**src/rtl/rdo_pkg.sv**
```systemverilog
package rdo_pkg;

  typedef enum logic [2:0] {
    MODE_CHAR = 3'd0,
    MODE_VC1  = 3'd1,
    MODE_HC1  = 3'd2,
    MODE_VC0  = 3'd3,
    MODE_HC0  = 3'd4
  } rdo_mode_e;

  // dd = {DD5, DD4, DD3}
  function automatic logic dd_is_return(input logic [2:0] dd);
    return (dd[2] == 1'b0) && (dd[1] == 1'b0);
  endfunction

  function automatic logic dd_is_undef(input logic [2:0] dd);
    return (dd[2] == 1'b1) && (dd[1] == 1'b1);
  endfunction

  function automatic rdo_mode_e dd_to_cursor(input logic [2:0] dd);
    rdo_mode_e m;
    case (dd)
      3'b010:  m = MODE_VC1;
      3'b011:  m = MODE_HC1;
      3'b100:  m = MODE_VC0;
      3'b101:  m = MODE_HC0;
      default: m = MODE_CHAR;
    endcase
    return m;
  endfunction

endpackage

```
**src/rtl/rdo_rst_sync.sv**
```systemverilog
module rdo_rst_sync #(
  parameter int STAGES = 2
) (
  input  logic clk,
  input  logic arst_n,
  output logic rst_n_sync
);

  localparam int LAST = STAGES - 1;

  logic [LAST:0] chain_q;
  logic [LAST:0] chain_d;

  generate
    if (STAGES > 1) begin : g_multi
      always_comb chain_d = {chain_q[LAST-1:0], 1'b1};
    end else begin : g_single
      always_comb chain_d = 1'b1;
    end
  endgenerate

  always_ff @(posedge clk or negedge arst_n) begin
    if (!arst_n) chain_q <= '0;
    else         chain_q <= chain_d;
  end

  assign rst_n_sync = chain_q[LAST];

  initial begin
    assert (STAGES >= 1) else $error("rdo_rst_sync: STAGES must be at least 1");
  end

endmodule

```
**src/rtl/rdo_strobe_det.sv**
```systemverilog
module rdo_strobe_det (
  input  logic clk,
  input  logic rst_n,
  input  logic strobe_i,
  output logic rise_o
);

  logic prev_q;
  logic prev_d;

  always_comb begin
    prev_d = strobe_i;
    rise_o = strobe_i & ~prev_q;
  end

  always_ff @(posedge clk or negedge rst_n) begin
    if (!rst_n) prev_q <= 1'b0;
    else        prev_q <= prev_d;
  end

  // no two detections in consecutive clocks
  assert_single_rise_R2: assert property (@(posedge clk) disable iff (!rst_n)
    rise_o |=> !rise_o);

endmodule

```
**src/rtl/rdo_mode_ctl.sv**
```systemverilog
module rdo_mode_ctl
  import rdo_pkg::*;
(
  input  logic       clk,
  input  logic       rst_n,
  input  logic       rise_i,
  input  logic       csel_i,
  input  logic [2:0] dd_i,
  output rdo_mode_e  mode_o
);

  logic      en_q,   en_d;
  logic      ret_q,  ret_d;
  rdo_mode_e mode_q, mode_d;
  logic      en_in;
  logic      load;

  // enable input: forced high while a cursor run is live and not returned
  always_comb begin
    en_in = (en_q && !ret_q) ? 1'b1 : csel_i;
    load  = rise_i;
    en_d   = en_q;
    ret_d  = ret_q;
    mode_d = mode_q;
    if (load) begin
      en_d = en_in;
      if (!en_in) begin
        mode_d = MODE_CHAR;
        ret_d  = 1'b0;
      end else if (dd_is_return(dd_i)) begin
        mode_d = MODE_CHAR;
        ret_d  = 1'b1;
      end else if (dd_is_undef(dd_i)) begin
        ret_d  = 1'b0;
      end else begin
        mode_d = dd_to_cursor(dd_i);
        ret_d  = 1'b0;
      end
    end
  end

  always_ff @(posedge clk or negedge rst_n) begin
    if (!rst_n) begin
      en_q   <= 1'b0;
      ret_q  <= 1'b0;
      mode_q <= MODE_CHAR;
    end else if (load) begin
      en_q   <= en_d;
      ret_q  <= ret_d;
      mode_q <= mode_d;
    end
  end

  assign mode_o = mode_q;

  assert_mode_frozen_R2: assert property (@(posedge clk) disable iff (!rst_n)
    !rise_i |=> $stable(mode_q) && $stable(en_q));

  assert_enable_sets_R4: assert property (@(posedge clk) disable iff (!rst_n)
    (rise_i && !en_q && csel_i) |=> en_q);

  assert_cursor_needs_en_R5: assert property (@(posedge clk) disable iff (!rst_n)
    (mode_q != MODE_CHAR) |-> en_q);

  assert_sticky_en_R6: assert property (@(posedge clk) disable iff (!rst_n)
    (en_q && !ret_q) |=> en_q);

  assert_exit_on_low_R7: assert property (@(posedge clk) disable iff (!rst_n)
    (rise_i && en_q && ret_q && !csel_i) |=> (!en_q && mode_q == MODE_CHAR));

  assert_undef_holds_R8: assert property (@(posedge clk) disable iff (!rst_n)
    (rise_i && en_q && !ret_q && dd_i[2] && dd_i[1]) |=> $stable(mode_q));

  assert_code_range_R5: assert property (@(posedge clk) disable iff (!rst_n)
    mode_q <= MODE_HC0);

endmodule

```
**src/rtl/rdo_route.sv**
```systemverilog
module rdo_route
  import rdo_pkg::*;
#(
  parameter int WORD_W = 10
) (
  input  logic              clk,
  input  logic              rst_n,
  input  rdo_mode_e         mode_i,
  input  logic [WORD_W-1:0] hdac_i,
  input  logic [WORD_W-1:0] vdac_i,
  input  logic [WORD_W-1:0] cur0_i,
  input  logic [WORD_W-1:0] dref1_i,
  output logic [WORD_W-1:0] h_o,
  output logic [WORD_W-1:0] v_o
);

  logic [WORD_W-1:0] h_d, v_d;
  logic [WORD_W-1:0] h_q, v_q;
  logic              upd_en;

  always_comb begin
    upd_en = 1'b1;
    case (mode_i)
      MODE_VC1: begin h_d = hdac_i;  v_d = dref1_i; end
      MODE_HC1: begin h_d = dref1_i; v_d = hdac_i;  end
      MODE_VC0: begin h_d = hdac_i;  v_d = cur0_i;  end
      MODE_HC0: begin h_d = cur0_i;  v_d = hdac_i;  end
      default:  begin h_d = hdac_i;  v_d = vdac_i;  end
    endcase
  end

  always_ff @(posedge clk or negedge rst_n) begin
    if (!rst_n) begin
      h_q <= '0;
      v_q <= '0;
    end else if (upd_en) begin
      h_q <= h_d;
      v_q <= v_d;
    end
  end

  assign h_o = h_q;
  assign v_o = v_q;

  assert_char_route_R3: assert property (@(posedge clk) disable iff (!rst_n)
    (mode_i == MODE_CHAR) |=> (h_o == $past(hdac_i) && v_o == $past(vdac_i)));

  assert_hcursor_vert_R9: assert property (@(posedge clk) disable iff (!rst_n)
    (mode_i == MODE_HC1 || mode_i == MODE_HC0) |=> (v_o == $past(hdac_i)));

  assert_vcursor_horz_R9: assert property (@(posedge clk) disable iff (!rst_n)
    (mode_i == MODE_VC1 || mode_i == MODE_VC0) |=> (h_o == $past(hdac_i)));

endmodule

```
**src/rtl/readout_mode_sel.sv**
```systemverilog
module readout_mode_sel
  import rdo_pkg::*;
#(
  parameter int WORD_W     = 10,
  parameter int RST_STAGES = 2
) (
  input  logic              clk,
  input  logic              arst_n,
  input  logic              cur_sel,
  input  logic [2:0]        dot_data,
  input  logic              dot_req,
  input  logic [WORD_W-1:0] hdac_word,
  input  logic [WORD_W-1:0] vdac_word,
  input  logic [WORD_W-1:0] cur0_word,
  input  logic [WORD_W-1:0] dref1_word,
  output logic [WORD_W-1:0] h_defl,
  output logic [WORD_W-1:0] v_defl,
  output logic [2:0]        mode_code
);

  logic      rst_n;
  logic      rise;
  rdo_mode_e mode;

  rdo_rst_sync #(.STAGES(RST_STAGES)) u_rst (
    .clk        (clk),
    .arst_n     (arst_n),
    .rst_n_sync (rst_n)
  );

  rdo_strobe_det u_strobe (
    .clk      (clk),
    .rst_n    (rst_n),
    .strobe_i (dot_req),
    .rise_o   (rise)
  );

  rdo_mode_ctl u_ctl (
    .clk    (clk),
    .rst_n  (rst_n),
    .rise_i (rise),
    .csel_i (cur_sel),
    .dd_i   (dot_data),
    .mode_o (mode)
  );

  rdo_route #(.WORD_W(WORD_W)) u_route (
    .clk     (clk),
    .rst_n   (rst_n),
    .mode_i  (mode),
    .hdac_i  (hdac_word),
    .vdac_i  (vdac_word),
    .cur0_i  (cur0_word),
    .dref1_i (dref1_word),
    .h_o     (h_defl),
    .v_o     (v_defl)
  );

  assign mode_code = mode;

  assert_reset_state_R1: assert property (@(posedge clk)
    !rst_n |=> (mode_code == 3'd0));

endmodule

```
**config.mk**
```make
export PLATFORM = sky130hd
export DESIGN_NAME = readout_mode_sel
export DESIGN_NICKNAME = d
export VERILOG_FILES = /design/src/rtl/rdo_pkg.sv /design/src/rtl/rdo_rst_sync.sv /design/src/rtl/rdo_strobe_det.sv /design/src/rtl/rdo_mode_ctl.sv /design/src/rtl/rdo_route.sv /design/src/rtl/readout_mode_sel.sv
export SDC_FILE = /design/constraint.sdc
export NUM_CORES = 1
export LEC_CHECK = 0
export ABC_AREA = 1
export CELL_PAD_IN_SITES_DETAIL_PLACEMENT = 1
export CELL_PAD_IN_SITES_GLOBAL_PLACEMENT = 2
export CORE_ASPECT_RATIO = 1.5
export CORE_UTILIZATION = 21
export CTS_CLUSTER_DIAMETER = 50
export DETAILED_ROUTE_END_ITERATION = 8
export HOLD_SLACK_MARGIN = 0.1
export PLACE_DENSITY_LB_ADDON = 0.1
export SETUP_SLACK_MARGIN = 0.5
export SLEW_MARGIN = 25
export SYNTH_ARGS = -nofsm -noshare
export SYNTH_HDL_FRONTEND = slang
export SYNTH_SLANG_ARGS = --single-unit
```
**constraint.sdc**
```tcl
create_clock -name clk -period 1 [get_ports clk]
set_input_delay 0.15 -clock clk [delete_from_list [all_inputs] [get_ports clk]]
set_output_delay 0.15 -clock clk [all_outputs]
set_load 0.02 [all_outputs]
```
==> results of run 1 <==
cells in the mapped netlist, types with 2 or more instances:
cell type                  n
sky130_fd_sc_hd__buf_6     2
sky130_fd_sc_hd__dfrtp_1  28
sky130_fd_sc_hd__inv_1    30
sky130_fd_sc_hd__inv_2     3
sky130_fd_sc_hd__nand2_1  61
sky130_fd_sc_hd__nand2_2   2
sky130_fd_sc_hd__nand3_1  21
sky130_fd_sc_hd__nand3_2   2
sky130_fd_sc_hd__nand4_1  11
sky130_fd_sc_hd__nor2_1   34
report_power, final:
part / switching [W] / internal [W]
sequential: 0.000141 / 0.00136
combinational: 0.00101 / 0.000987
clock: 0.000373 / 0.000286
total: 0.00152 / 0.00264
timing repair:
action / in CTS / in global routing
endpoints found under the hold margin: 2 / 2
cloned: 2 / 0
resized for setup: 162 / 28
endpoints found under the setup margin: 74 / 48
pin swaps: 8 / 19
buffers inserted: 8 / 6
layer usage:
| metal | vias to the layer above | share of wire | GRT usage |
|---|---|---|---|
| met2 | 38 | 0.57 | 0.3221 |
| li1 | 812 | - | - |
| met3 | 2 | 0.036 | 0.02229 |
| met5 | - | 0 | 0 |
| met4 | 0 | 0.0058 | 0.03429 |
| met1 | 804 | 0.38 | 0.1795 |
worst register-to-register path: cells and delay by family, from the launching register on:
family        cells  cell delay [ns]
simple gates      5             0.51
flops             1             0.49
buf+inv           1             0.13
stage by stage:
step                      cells  utilization
final                       374       0.4133
after global routing        374       0.4133
after CTS                   368       0.3925
after detailed placement    354       0.3515
after global placement      354       0.3515
after floorplan             201            -
area by class of cell:
type,instances,area share
flip-flops and latches,28,0.2588
repair buffers,95,0.3557
well taps,76,0.03475
clock buffers,4,0.01646
multi-input cells,138,0.2826
inverters,33,0.05167
flip-flops by register name, indices dropped and copies added (netlist names):
register and cells:
u_ctl.ret_q 1, u_route.h_o 10, u_route.v_o 10, u_strobe.prev_q 1
u_rst.chain_q 2, u_ctl.mode_o 3, u_ctl.en_q 1
path summary, 6_finish.rpt:
check                                       from          endpoint  cells past startpoint
worst min-delay path                      arst_n  u_rst.chain_q[1]                      1
max in group asynchronous       u_rst.chain_q[1]    u_route.h_o[8]                      1
worst max register to register   u_ctl.mode_o[1]    u_route.v_o[5]                      6
worst min register to register  u_rst.chain_q[1]   u_ctl.mode_o[2]                      1
min in group clk                         dot_req   u_strobe.prev_q                      1
worst max-delay path             u_ctl.mode_o[1]    u_route.v_o[5]                      6
cells in the final DEF (no fill, tap or decap), types with 6 or more instances in the layout:
cell type	instances
sky130_fd_sc_hd__nand2_1	47
sky130_fd_sc_hd__nand4_1	11
sky130_fd_sc_hd__buf_6	36
sky130_fd_sc_hd__dfrtp_1	24
sky130_fd_sc_hd__nand2_2	13
sky130_fd_sc_hd__clkdlybuf4s50_1	46
sky130_fd_sc_hd__nand3_2	6
sky130_fd_sc_hd__nand3_1	15
sky130_fd_sc_hd__inv_1	26
sky130_fd_sc_hd__buf_4	11
sky130_fd_sc_hd__nor2_1	31
cell families (layout without fill, tap and decap cells):
kind of cell           Yosys count  in the layout
AOI/OAI and AO/OA                2              2
DFF                             28             28
buffers and inverters           37            132
other                            1              1
and+or+nand+nor                133            135
==> implementation parameters, run 1 <==
Parameter                              Value

Run status
  Run status    finished with violations
  Violations in the final reports    negative setup slack

Yosys
  Compound-cell area share of the yosys netlist    0.007692
  Number of warning messages in the yosys log    0
  Largest cells by area after synthesis    sky130_fd_sc_hd__dfrtp_1, sky130_fd_sc_hd__nand2_1, sky130_fd_sc_hd__nor2_1
  Synthesized instance count    201
  Flip-flop and latch count after synthesis    28
  Fraction of synthesized area in multiplexers    0
  Share of the synthesized area in the top cell type    0.4786
  Synthesized net count    248
  Sequential fraction of the synthesis area    0.4786
  Biggest area consumer among synthesized cells    sky130_fd_sc_hd__dfrtp_1
  Simple-gate share of the synthesized area    0.4026
  Post-synth EDFFs    0
  Synthesized-area fraction occupied by xor and xnor cells    0
  Distinct cell type count after synthesis    17
  Average instance area after synthesis    7.283 um2
  Largest family of logic cells by synthesized area    simple AND/OR/NAND/NOR gates
  Area of the mapped netlist    1464 um2
  Most used flip-flop cell after synthesis    sky130_fd_sc_hd__dfrtp_1
  Adder-Cell Fraction of Synth Area    0
  Share of flip-flops with an asynchronous set or reset    1.000

Final layout
  Sequential cell area in the final layout    708.2 um2
  Total area of multi-input combinational cells    773.2 um2
  Area added between synthesis and finish    86.92%
  Final instance area    2736 um2
  Fraction of layout instances using a drive strength above 1    0.3188
  Post-layout nets    346
  Count of antenna diodes in the layout    0
  Fillers    782

GRT
  Pin count of the biggest net entering global routing    16
  Global-route wire length before repair    9252 um
  Number of global-route vias before repair    1825
  Antenna violations before repair    0
  Total global routing track utilization    0.1634
  Aggregate global routing overflow    0

Clock tree
  CTS clk-pin slew, worst paths    0.10 ns
  Clock network latency to the later pin of the worst-skew pair    0.28 ns
  Clock tree from TritonCTS    built
  Maximum level of the CTS H-tree    1
  Maximum buffer depth of the clock tree    2
  Clock Root Buffer    sky130_fd_sc_hd__clkbuf_8
  TritonCTS Buffers    3
  Clk sink count    28

Placed design
  Worst slack, placed    -0.2525 ns
  Placer's final routability congestion estimate    0.6858
  Port bufs    69
  DP HPWL    3998 um
  Placed instance area    2327 um2

Timing
  Worst clock skew    0.004109 ns
  Worst hold slack after final layout    0.02372 ns
  Final max-slew violation count    0
  Maximum achievable frequency    851.5 MHz
  Unrepaired setup endpoints after global routing    yes
  Number of setup violations in the final report    23
  Period minus WS final    1.174 ns
  Hold Vio Cnt, Final    0
  Min setup slack post-route    -0.1744 ns
  Fin crit share    1.174
  Final sum of negative setup slack    -3.597 ns

Routing
  Drt first pass iters    4
  Vias per std cell    4.428
  Wire per inst    15.24 um
  Antenna violation net count after detailed routing    0
  Initial detailed-routing violation count    26
  Via Count    1656
  Number of remaining DRC errors    0
  Routed WL    5700 um

Setup path
  Sort of element at the end of the critical path    flop
  Slack of the worst reg-to-reg path    -0.17 ns
  WP data required    1.22 ns
  Combined buffer and inverter count along the critical path    1
  Arrival time reported for the critical path endpoint    1.39 ns
  Highest net fanout along the worst path    6
  Delay contributed by the slowest stage of the critical path    0.49 ns
  CP max stage cell    sky130_fd_sc_hd__dfrtp_2
  CP delay by family, top    flip-flops
  Crit Path Class    flop to flop
  Critical Path Start Type    flop
  Cell breakdown of the critical path    nor2_4 -> nand2_8 -> nand2_8 -> buf_6 -> nand2_1 -> nand3_1
  Top cell by count, worst path    sky130_fd_sc_hd__nand2_8

Power and ir drop
  Pwr Density    1519 nW/um2
  Worst-case vdd ir drop    537.6 uV
  Power after layout    0.004157 W
  Total leakage power    1.337 nW

Floorplan
  Placeable core area    6621 um2
  Die Ht    104.3 um
  Initial core utilization    0.2211
  Die X    70.17 um
  Number of rows in the core area    36
  Total Die Area    7316 um2
  I/O pins    70

Worst hold path
  Kind of path behind the tightest hold check    input pin to async pin

Job
  Number of max-capacitance violations reported    0
No activity file was read; power rests on OpenSTA's default activity.
==> inputs of run 2 (changes only) <==
--- a/config.mk
+++ b/config.mk
@@ -10,11 +10,11 @@
 export CELL_PAD_IN_SITES_GLOBAL_PLACEMENT = 2
 export CORE_ASPECT_RATIO = 1.5
 export CORE_UTILIZATION = 21
-export CTS_CLUSTER_DIAMETER = 50
 export DETAILED_ROUTE_END_ITERATION = 8
 export HOLD_SLACK_MARGIN = 0.1
 export PLACE_DENSITY_LB_ADDON = 0.1
 export SETUP_SLACK_MARGIN = 0.5
+export SKIP_CTS_REPAIR_TIMING = 1
 export SLEW_MARGIN = 25
 export SYNTH_ARGS = -nofsm -noshare
 export SYNTH_HDL_FRONTEND = slang
==> run 2 against run 1 <==
The run still ends with negative setup slack left. Sequential power hardly changed. Clock skew is 0.0012 ns higher. Worst setup slack worse by 0.0030 ns. Cell count is 1.9% lower. Die area stayed put. Largest cell class unchanged. Highest routed layer unchanged.
==> implementation parameters, run 2 (synthesis gave the netlist of run 1 again) <==
Parameter                              Value

Run status
  Run status    finished with violations
  Violations in the final reports    negative setup slack

Power and ir drop
  Worst-case vdd ir drop    580.1 uV
  Combinational Power Share    0.456
  Flop pwr share    0.376
  Pwr Density    1549 nW/um2
  Cell-internal power    0.002549 W
  Total leakage power    1.285 nW
  Relative contribution of the clock network to total power    0.167
  Switching part of the total    0.3624
  Power dissipated by switching net loads    0.001449 W

Clock tree
  Clk sink count    28
  Maximum level of the CTS H-tree    1
  TritonCTS Buffers    3
  Clock tree from TritonCTS    built
  CTS clk-pin slew, worst paths    0.11 ns
  Maximum buffer depth of the clock tree    2
  Clock network latency to the later pin of the worst-skew pair    0.28 ns
  Clock Root Buffer    sky130_fd_sc_hd__clkbuf_8

Timing
  Fin crit share    1.177
  Period minus WS final    1.177 ns
  Maximum achievable frequency    849.3 MHz
  Min setup slack post-route    -0.1774 ns
  Unrepaired setup endpoints after global routing    yes
  Number of setup violations in the final report    23
  Worst clock skew    0.005333 ns
  Final max-slew violation count    0
  Hold Vio Cnt, Final    0

Worst hold path
  Kind of path behind the tightest hold check    input pin to async pin

Routing
  Initial detailed-routing violation count    38
  Vias per std cell    4.401
  Routed WL    5475 um
  Number of remaining DRC errors    0
  Antenna violation net count after detailed routing    0
  Drt first pass iters    4
  Via Count    1615
  Wire per inst    14.92 um

Final layout
  Post-Layout Cell Count    367
  Most frequent standard cell in the layout excluding fill and tap cells    sky130_fd_sc_hd__nand2_1
  Post-layout nets    339
  Fillers    794
  Final instance area    2581 um2
  Most used cells in the layout excluding fill and tap cells    sky130_fd_sc_hd__nand2_1, sky130_fd_sc_hd__clkdlybuf4s50_1, sky130_fd_sc_hd__nor2_1
  Area added between synthesis and finish    76.33%
  Count of antenna diodes in the layout    0
  Fraction of layout instances using a drive strength above 1    0.2612

Setup path
  WP data required    0.85 ns
  Sort of element at the end of the critical path    output port
  CP max stage cell    sky130_fd_sc_hd__dfrtp_2
  Delay contributed by the slowest stage of the critical path    0.46 ns
  CP delay by family, top    flip-flops
  Highest net fanout along the worst path    3
  Cell breakdown of the critical path    buf_4 -> clkbuf_2
  Critical Path Start Type    flop
  Combined buffer and inverter count along the critical path    2
  Arrival time reported for the critical path endpoint    1.03 ns
  Crit Path Class    flop to output port

Placed design
  Number of placed instances, taps included    354
  Worst slack, placed    -0.2525 ns
  Port bufs    69
  Placed instance area    2327 um2
  DP HPWL    3998 um
  Placer's final routability congestion estimate    0.6858

GRT
  Pin count of the biggest net entering global routing    27
  Total global routing track utilization    0.1539
  Aggregate global routing overflow    0
  Antenna violations before repair    0
  Number of global-route vias before repair    1740
  Global-route wire length before repair    8666 um

Job
  Number of max-capacitance violations reported    0

Floorplan
  Initial core utilization    0.2211
  Die X    70.17 um
  Number of rows in the core area    36
  Total Die Area    7316 um2
  Placeable core area    6621 um2
  I/O pins    70
  Die Ht    104.3 um
-- run 2: final timing paths --
path | from | to | slack [ns] | cells past startpoint
setup / recovery | u_ctl.mode_o[2] | mode_code[2] | -0.18 | 2
hold / removal | arst_n | u_rst.chain_q[1] | 0.02 | 1
max in group asynchronous | u_rst.chain_q[1] | u_route.h_o[8] | 0.58 | 1
min in group clk | dot_req | u_strobe.prev_q | 0.33 | 1
hold reg to reg | u_rst.chain_q[1] | u_ctl.mode_o[2] | 0.11 | 0
setup reg to reg | u_ctl.mode_o[2] | u_route.v_o[3] | -0.16 | 6
-- run 2: power by group through the flow --
stage / registers, W / logic, W / clock network [W]
finish: 0.00150 / 0.00182 / 0.000669
global placement: 0.00150 / 0.00163 / 0
global route: 0.00153 / 0.00197 / 0.000745
detailed placement: 0.00151 / 0.00163 / 0
floorplan: 0.00176 / 0.000510 / 0
CTS: 0.00149 / 0.00164 / 0.000720
-- run 2: layout make-up --
cell class                 count  area (um2)  area share
timing repair buffer          89       899.6      0.3485
tap                           76       95.09     0.03684
clock buffer                   4       45.04     0.01745
inverter                      33       138.9     0.05380
sequential                    28       708.2      0.2744
multi-input combinational    137       694.4      0.2690
-- run 2: metal layers --
layer  global-route usage  part of all wire  vias to the layer above
met5                    0                 0                        -
met4              0.03429            0.0060                        0
met3              0.02229             0.037                        2
met2               0.3022              0.57                       36
met1               0.1687              0.39                      779
li1                     -                 -                      798
-- run 2: metrics by stage --
step                      total power (W)    util  setup TNS, ns  hold slack (ns)
after floorplan                  0.002269       -         -2.843          -0.1456
after global placement           0.003134  0.3515         -6.218           0.2668
after detailed placement         0.003146  0.3515         -6.563           0.2727
after CTS                        0.003847  0.3583         -13.57         0.008483
after global routing             0.004252  0.3898         -4.465         0.006526
final                            0.003998  0.3898         -3.162          0.01669
==> inputs of run 3 (changes only) <==
==> constraint.sdc (replaced) <==
create_clock -name clk -period 1 [get_ports clk]
set_input_delay 0.2 -clock clk [delete_from_list [all_inputs] [get_ports clk]]
set_output_delay 0.2 -clock clk [all_outputs]
set_load 0.02 [all_outputs]
==> run 3 against run 2 <==
The flow still finishes with violations (negative setup slack). Sequential share of layout area fell by 0.99 points. Combinational power rose by 5%. Critical path depth fell by 1. Clock power rose by 41%. Count of clock-buffer cells in the layout fell by 1. Design area rose by 3.7%. Register-to-register slack got worse by 0.02 ns. Power rose by 8.9%. Die area did not move. Sequential power barely moved. Global-route usage fell by 0.13 points. Largest cell class unchanged. Largest power group unchanged.
==> implementation parameters, run 3 (synthesis gave the netlist of run 1 again) <==
Parameter                              Value

Clock tree
  Clock tree from TritonCTS    built
  Maximum level of the CTS H-tree    1
  Clock Root Buffer    sky130_fd_sc_hd__clkbuf_8
  Maximum buffer depth of the clock tree    2
  TritonCTS Buffers    3
  CTS clk-pin slew, worst paths    0.11 ns
  Clk sink count    28
  Clock network latency to the later pin of the worst-skew pair    0.28 ns

Setup path
  Arrival time reported for the critical path endpoint    0.98 ns
  CP delay by family, top    flip-flops
  WP data required    0.80 ns
  Crit Path Class    flop to output port
  Sort of element at the end of the critical path    output port
  CP max stage cell    sky130_fd_sc_hd__dfrtp_2
  Cell breakdown of the critical path    dlymetal6s2s_1
  Critical Path Start Type    flop
  Delay contributed by the slowest stage of the critical path    0.44 ns
  Combined buffer and inverter count along the critical path    1
  Highest net fanout along the worst path    5

Floorplan
  Die Ht    104.3 um
  Placeable core area    6621 um2
  Die X    70.17 um
  I/O pins    70
  Number of rows in the core area    36
  Initial core utilization    0.2211
  Total Die Area    7316 um2

Timing
  Worst clock skew    0.005480 ns
  Final max-slew violation count    0
  Fin crit share    1.183
  Unrepaired setup endpoints after global routing    yes
  Min setup slack post-route    -0.1829 ns
  Hold Vio Cnt, Final    0
  Maximum achievable frequency    845.4 MHz
  Period minus WS final    1.183 ns
  Final sum of negative setup slack    -3.592 ns
  Number of setup violations in the final report    34

Routing
  DRT met1 WL    2207 um
  Routed length on met3    164 um
  Antenna violation net count after detailed routing    0
  Wire per inst    15.41 um
  Highest metal layer with signal wires    met4
  Drt first pass iters    4
  Sum of met2 wire segment lengths after detailed routing    3261 um
  Initial detailed-routing violation count    43
  Routed WL    5671 um
  Number of remaining DRC errors    0
  Vias per std cell    4.410
  Via Count    1623

Final layout
  Area added between synthesis and finish    82.91%
  Post-layout nets    340
  Fraction of layout instances using a drive strength above 1    0.3116
  Most used cells in the layout excluding fill and tap cells    sky130_fd_sc_hd__nand2_1, sky130_fd_sc_hd__clkdlybuf4s50_1, sky130_fd_sc_hd__nor2_1
  Most frequent standard cell in the layout excluding fill and tap cells    sky130_fd_sc_hd__nand2_1
  Count of antenna diodes in the layout    0

Power and ir drop
  Cell-internal power    0.002836 W
  Relative contribution of the clock network to total power    0.216
  Worst-case vdd ir drop    856.2 uV
  Switching part of the total    0.3488
  Pwr Density    1626 nW/um2
  Flop pwr share    0.346
  Total leakage power    1.340 nW
  Combinational Power Share    0.438
  Power dissipated by switching net loads    0.001519 W

Worst hold path
  Kind of path behind the tightest hold check    input pin to async pin

GRT
  Antenna violations before repair    0
  Number of global-route vias before repair    1703
  Global-route wire length before repair    8666 um
  Aggregate global routing overflow    0
  Pin count of the biggest net entering global routing    27
  Total global routing track utilization    0.1526

Placed design
  Port bufs    69
  Placer's final routability congestion estimate    0.7124
  DP HPWL    3945 um
  Worst slack, placed    -0.2955 ns

Run status
  Run status    finished with violations
  Violations in the final reports    negative setup slack

Job
  Number of max-capacitance violations reported    0
## run 3: cell count changes in the layout (fill, tap and decap cells not counted), sizes merged
| cell | change |
|---|---|
| nand3 | +1 |
| clkbuf | -2 |
| bufinv | +1 |
| clkdlybuf4s50 | -1 |
| buf | +1 |
| dlymetal6s2s | +1 |
## run 3: worst paths after layout
kind                                     to  slack, ns        startpoint  depth (start not counted)
setup reg to reg             u_route.v_o[5]      -0.18   u_ctl.mode_o[1]                          6
max in group asynchronous       u_ctl.ret_q       0.58  u_rst.chain_q[1]                          1
hold reg to reg             u_ctl.mode_o[0]       0.26  u_rst.chain_q[1]                          1
setup / recovery               mode_code[1]      -0.18   u_ctl.mode_o[1]                          1
hold / removal             u_rst.chain_q[1]       0.06            arst_n                          1
min in group clk            u_strobe.prev_q       0.06           dot_req                          1
## run 3: area by class of cell
cell class / count / area [um2]
clock inverters: 1 / 30.03
flip-flops and latches: 28 / 708.2
multi-input cells: 138 / 754.5
repair buffers: 89 / 912.1
clock buffers: 3 / 41.29
well taps: 76 / 95.09
inverters: 33 / 136.4
fillers: 796 / 3944
## run 3: routing by layer
layer,up-vias,track usage
met5,-,0
met2,40,0.3001
met1,782,0.1672
met4,0,0.03857
li1,799,-
met3,2,0.01841
## run 3: power by group through the flow
stage	clock network [W]	registers [W]	logic, W
4_1_cts	0.000978	0.00148	0.00165
6_report	0.000941	0.00151	0.00191
3_5_place_dp	0	0.00151	0.00165
5_1_grt	0.00102	0.00153	0.00206
3_3_place_gp	0	0.00151	0.00165
2_1_floorplan	0	0.00176	0.000510
## run 3: through the flow
stage | cells | hold slack, ns | total power [W] | cell area [um2] | utilization
after floorplan | 201 | -0.09559 | 0.002269 | 1496 | -
after global placement | 354 | 0.2782 | 0.003151 | 2327 | 0.3515
after detailed placement | 354 | 0.2742 | 0.003156 | 2327 | 0.3515
after CTS | 358 | 0.05088 | 0.004117 | 2399 | 0.3622
after global routing | 368 | 0.05402 | 0.004606 | 2678 | 0.4044
final | 368 | 0.05962 | 0.004355 | 2678 | 0.4044
